--- src/rtl/gpr_view_file.sv ---
module gpr_view_file #(
  parameter int NREG    = 16,
  parameter int NLEGACY = 8,
  parameter int NHIGH   = 4,
  parameter int XLEN    = 64
) (
  input  logic                     clk,
  input  logic                     rst,
  input  logic                     wide_mode,
  input  logic                     wr_en,
  input  logic [$clog2(NREG)-1:0]  wr_idx,
  input  logic [2:0]               wr_view,
  input  logic [XLEN-1:0]          wr_data,
  output logic                     wr_err,
  input  logic [$clog2(NREG)-1:0]  ra_idx,
  input  logic [2:0]               ra_view,
  output logic [XLEN-1:0]          ra_data,
  output logic                     ra_err,
  input  logic [$clog2(NREG)-1:0]  rb_idx,
  input  logic [2:0]               rb_view,
  output logic [XLEN-1:0]          rb_data,
  output logic                     rb_err
);
  localparam int IW   = $clog2(NREG);
  localparam int HALF = XLEN / 2;

  logic [XLEN-1:0]      rf [NREG];
  logic [NREG*XLEN-1:0] rf_flat;

  for (genvar g = 0; g < NREG; g++) begin : g_flat
    assign rf_flat[g*XLEN +: XLEN] = rf[g];
  end

  function automatic logic legal(input logic [IW-1:0] idx, input logic [2:0] view,
                                 input logic wide);
    logic reach;
    reach = wide || (32'(idx) < NLEGACY);
    case (view)
      3'd0:    return reach && (wide || 32'(idx) < NHIGH);
      3'd1:    return reach && (32'(idx) < NHIGH);
      3'd2,
      3'd3:    return reach;
      3'd4:    return wide;
      default: return 1'b0;
    endcase
  endfunction

  function automatic logic [XLEN-1:0] slice(input logic [XLEN-1:0] r, input logic [2:0] view);
    case (view)
      3'd0:    return {{(XLEN-8){1'b0}}, r[7:0]};
      3'd1:    return {{(XLEN-8){1'b0}}, r[15:8]};
      3'd2:    return {{(XLEN-16){1'b0}}, r[15:0]};
      3'd3:    return {{HALF{1'b0}}, r[HALF-1:0]};
      3'd4:    return r;
      default: return '0;
    endcase
  endfunction

  logic ra_ok, rb_ok, wr_ok;
  assign wr_ok   = legal(wr_idx, wr_view, wide_mode);
  assign ra_ok   = legal(ra_idx, ra_view, wide_mode);
  assign rb_ok   = legal(rb_idx, rb_view, wide_mode);
  assign wr_err  = wr_en && !wr_ok;
  assign ra_err  = !ra_ok;
  assign rb_err  = !rb_ok;
  assign ra_data = ra_ok ? slice(rf[ra_idx], ra_view) : '0;
  assign rb_data = rb_ok ? slice(rf[rb_idx], rb_view) : '0;

  always_ff @(posedge clk) begin
    if (rst) begin
      for (int i = 0; i < NREG; i++) rf[i] <= '0;
    end else if (wr_en && wr_ok) begin
      case (wr_view)
        3'd0:    rf[wr_idx][7:0]  <= wr_data[7:0];
        3'd1:    rf[wr_idx][15:8] <= wr_data[7:0];
        3'd2:    rf[wr_idx][15:0] <= wr_data[15:0];
        3'd3:    rf[wr_idx]       <= {{HALF{1'b0}}, wr_data[HALF-1:0]};
        default: rf[wr_idx]       <= wr_data;
      endcase
    end
  end

  assert_reset_clear_R1: assert property (@(posedge clk) rst |=> rf_flat == '0);

  assert_low_merge_R2: assert property (@(posedge clk) disable iff (rst)
    (wr_en && !wr_err && wr_view == 3'd0) |=>
      rf[$past(wr_idx)][XLEN-1:8] == $past(rf[wr_idx][XLEN-1:8]));

  assert_high_merge_R3: assert property (@(posedge clk) disable iff (rst)
    (wr_en && !wr_err && wr_view == 3'd1) |=>
      (rf[$past(wr_idx)][7:0] == $past(rf[wr_idx][7:0])) &&
      (rf[$past(wr_idx)][XLEN-1:16] == $past(rf[wr_idx][XLEN-1:16])));

  assert_half_merge_R4: assert property (@(posedge clk) disable iff (rst)
    (wr_en && !wr_err && wr_view == 3'd2) |=>
      rf[$past(wr_idx)][XLEN-1:16] == $past(rf[wr_idx][XLEN-1:16]));

  assert_word_clear_R5: assert property (@(posedge clk) disable iff (rst)
    (wr_en && !wr_err && wr_view == 3'd3) |=> rf[$past(wr_idx)][XLEN-1:HALF] == '0);

  assert_drop_illegal_R11: assert property (@(posedge clk) disable iff (rst)
    (!wr_en || wr_err) |=> $stable(rf_flat));

  assert_read_zext_R7: assert property (@(posedge clk) disable iff (rst)
    (!ra_err && ra_view == 3'd1) |-> ra_data[XLEN-1:8] == '0);

  assert_wide_only_R6: assert property (@(posedge clk) disable iff (rst)
    (!wide_mode && wr_en && wr_view == 3'd4) |-> wr_err);
endmodule

--- config.mk ---
export PLATFORM = sky130hd
export DESIGN_NAME = gpr_view_file
export DESIGN_NICKNAME = d
export VERILOG_FILES = /design/src/rtl/gpr_view_file.sv
export SDC_FILE = /design/constraint.sdc
export NUM_CORES = 2
export LEC_CHECK = 0
export ABC_AREA = 1
export CORE_MARGIN = 2
export CORE_UTILIZATION = 45
export CTS_BUF_LIST = sky130_fd_sc_hd__clkbuf_2
export DETAILED_ROUTE_END_ITERATION = 6
export DONT_BUFFER_PORTS = 1
export SLEW_MARGIN = 20
export SYNTH_ARGS = -nofsm -noshare
export SYNTH_HDL_FRONTEND = slang
export SYNTH_SLANG_ARGS = --single-unit
--- constraint.sdc ---
create_clock -name clk -period 5 [get_ports clk]
set_input_delay 0.5 -clock clk [delete_from_list [all_inputs] [get_ports clk]]
set_output_delay 0.5 -clock clk [all_outputs]
set_load 0.02 [all_outputs]
==> flow_metrics.env <==
export IMPL_run_status="finished with violations"
export IMPL_violations="max-slew violations"
export IMPL_synth_area_per_cell_um2=8.25
export IMPL_synthesis_area_um2=56800
export IMPL_timing_final_crit_share=0.913
export IMPL_yosysTopAreaCell="edfxtp_1"
export IMPL_vdd_drop_max_uv=158
export IMPL_firstDrtPassIters=6
export IMPL_pre_cts_slack_ps=1210
export IMPL_wire_per_inst_um=24.1
export IMPL_critPathMaxStageDelay_ps=930
export IMPL_maxSlewViolCount=643
export IMPL_postPlaceCellArea_um2=57400
export IMPL_cp_slowest_cell="dlygate4sd3_1"
export IMPL_fin_cells=8701
export IMPL_max_slew_margin=-0.631
export IMPL_grt_max_degree=816
export IMPL_fp_dieArea_um2=129000
export IMPL_path_cells="dlygate4sd3_1 -> nor2_1 -> inv_2 -> o211ai_1 -> nand3_1 -> nor2_4 -> dlygate4sd3_1 -> buf_4 -> inv_2 -> nor2_4 -> buf_12 -> nand2_4 -> dlygate4sd3_1 -> nor2_1 -> dlygate4sd3_1"
export IMPL_final_core_util=0.489
export IMPL_ioPinCount=220
export IMPL_grt_usage=0.314
export IMPL_fillCellCount=11999
export IMPL_routed_wl_mm=209
export IMPL_top_regs="rf x1024"
export IMPL_worst_slew_pin_slew_ps=2450
export IMPL_min_period_ps=4560
export IMPL_die_h_um=359
export IMPL_finalWorstSetupSlack_ps=437
export IMPL_h_tree_depth=5
export IMPL_top_register="rf"
export IMPL_worstSetupEndpointType="register"
export IMPL_hold_path_class="in2reg"
export IMPL_num_rows=130
export IMPL_crit_type="in2reg"
export IMPL_synth_top_area_share=0.541
export IMPL_multi_input_area_um2=21400
export IMPL_overflow=0
export IMPL_largest_register_ffs=1024
export IMPL_cap_violations=0
export IMPL_io_buffers=0
export IMPL_clockBufferDepth=4
export IMPL_viasPerCell=5.94
export IMPL_syn_instance_count=6888
export IMPL_ys_ff_latch=1024
export IMPL_start_kind="input pin"
export IMPL_cp_common_cell="dlygate4sd3_1"
export IMPL_ys_types=24
export IMPL_yosysSeqAreaShare=0.541
export IMPL_vias=51662
export IMPL_numCtsBuffers=291
export IMPL_drcViolationCount=0
export IMPL_setup_viol=0
export IMPL_clock_sinks=1024
export IMPL_arrival_ps=6130
export IMPL_p_total_mw=18.3
export IMPL_fp_dieW_um=359
export IMPL_dpl_hpwl_mm=112
export IMPL_hold_viol=0
export IMPL_route_antenna_remaining_nets=0
export IMPL_critPathBufInv=8
export IMPL_fin_hold_ws_ps=238
export IMPL_drive_above_1_share=0.0851
export IMPL_power_density_nw_per_um2=298
export IMPL_rsz0062_at_grt="false"
export IMPL_antenna_found_initial=15
export IMPL_grt_pass1_wl_mm=305
export IMPL_finalSetupTns_ps=0
export IMPL_syn_to_final_growth_pct=7.98
export IMPL_seq_area_um2=30700
export IMPL_gp_congestion=0.907
export IMPL_core_area_um2=125000
export IMPL_grt_pass1_vias=48246
export IMPL_p_leak_nw=23.8
export IMPL_syn_num_nets=6977
export IMPL_fmax_mhz=219
export IMPL_critPathTopFamily="buffers and inverters"
export IMPL_yosys_top_cells_area="edfxtp_1 (54%), nor2_1 (8.4%), nand2_1 (8.0%)"
export IMPL_clkTransAtPathRegs_ps=100
export IMPL_nNetsFinal=6946
export IMPL_initial_core_util=0.453
export IMPL_place_inst=8063
export IMPL_first_iter_violations=6678
export IMPL_crit_required_ps=6570
export IMPL_worstPathMaxFanout=42
export IMPL_cts_tree="yes"
export IMPL_design_area_um2=61400
export IMPL_clockRootBuffer="clkbuf_2"
export IMPL_ys_warn_count=0
## routing by layer
layer | track usage | up-vias | part of all wire
met3 | 0.0741 | 510 | 0.12
li1 | - | 23284 | -
met2 | 0.493 | 3166 | 0.46
met1 | 0.417 | 24684 | 0.39
met4 | 0.131 | 18 | 0.038
met5 | 0 | - | 0.00053
## repair_timing
| item | in CTS | in global routing |
|---|---|---|
| resized for setup | 0 | 0 |
| hold buffers | 148 | 0 |
| endpoints found under the hold margin | 1305 | 0 |
| buffers inserted | 0 | 0 |
## where the power goes
part	switching, mW	leakage [nW]	internal [mW]	total (mW)
Sequential	0.172	9.73	9.87	10.0
Clock	3.67	1.87	2.30	5.97
Combinational	1.63	12.2	0.636	2.26
Total	5.47	23.8	12.8	18.3
## Yosys cell counts
cell / instances
clkbuf_1: 375
nor2_4: 2
nor2_1: 1273
buf_4: 12
nor2_2: 1
o211ai_1: 226
o22ai_1: 1
edfxtp_1: 1024
clkinv_1: 10
inv_2: 3
nand3_1: 616
nand2_4: 30
nand3b_1: 8
a31oi_1: 96
nand2_1: 1204
nand4_2: 16
o21ai_1: 2
inv_1: 624
buf_1: 95
o21ai_0: 772
buf_2: 57
a21oi_1: 417
nor3_1: 1
buf_6: 23
## worst min-delay path: cells and delay by family
kind	cells	cell delay [ps]
buffers and inverters	1	670
AND/OR/NAND/NOR	2	570
## area by class of cell
cell class,instances,share of cell area
clock buffers,416,0.0339
multi-input cells,4665,0.349
well taps,1650,0.0337
flip-flops and latches,1024,0.501
clock inverters,57,0.00451
inverters,637,0.0392
diodes,14,0.000571
repair buffers,238,0.0376
## layout by cell type, fill, tap and decap left out, types with 2 or more instances in the layout
cell / synthesis / routed
o21ai_0: 772 / 772
clkinv_2: 0 / 7
clkinv_4: 0 / 2
buf_12: 0 / 7
buf_16: 0 / 3
bufinv_16: 0 / 2
clkbuf_2: 0 / 416
nand4_2: 16 / 16
nand2_1: 1204 / 1187
edfxtp_1: 1024 / 1024
inv_2: 3 / 10
nor2_4: 2 / 6
clkinv_1: 10 / 62
nor2_1: 1273 / 1269
dlygate4sd3_1: 0 / 148
inv_1: 624 / 610
nand3b_1: 8 / 8
diode_2: 0 / 14
nand2_4: 30 / 46
a21oi_1: 417 / 417
o211ai_1: 226 / 226
buf_4: 12 / 80
nand3_1: 616 / 616
a31oi_1: 96 / 96
## cell families (layout without fill, tap and decap cells)
logic type / count (synthesis) / after routing / synth area share
AND/OR/NAND/NOR: 3151 / 3151 / 0.229
AO/OA/AOI/OAI: 1514 / 1514 / 0.145
buffers and inverters: 1199 / 1348 / 0.0843
flip-flops: 1024 / 1024 / 0.541
other: 0 / 14 / 0
## path summary, 6_finish.rpt
kind / end / slack [ps] / cells past startpoint / from
max: rf[1][35]$_SDFFCE_PN0P_ / 440 / 15 / wr_view[2]
min: rf[15][63]$_SDFFCE_PN0P_ / 240 / 3 / wr_data[63]
Note: power is estimated with default switching activity, not from simulation.
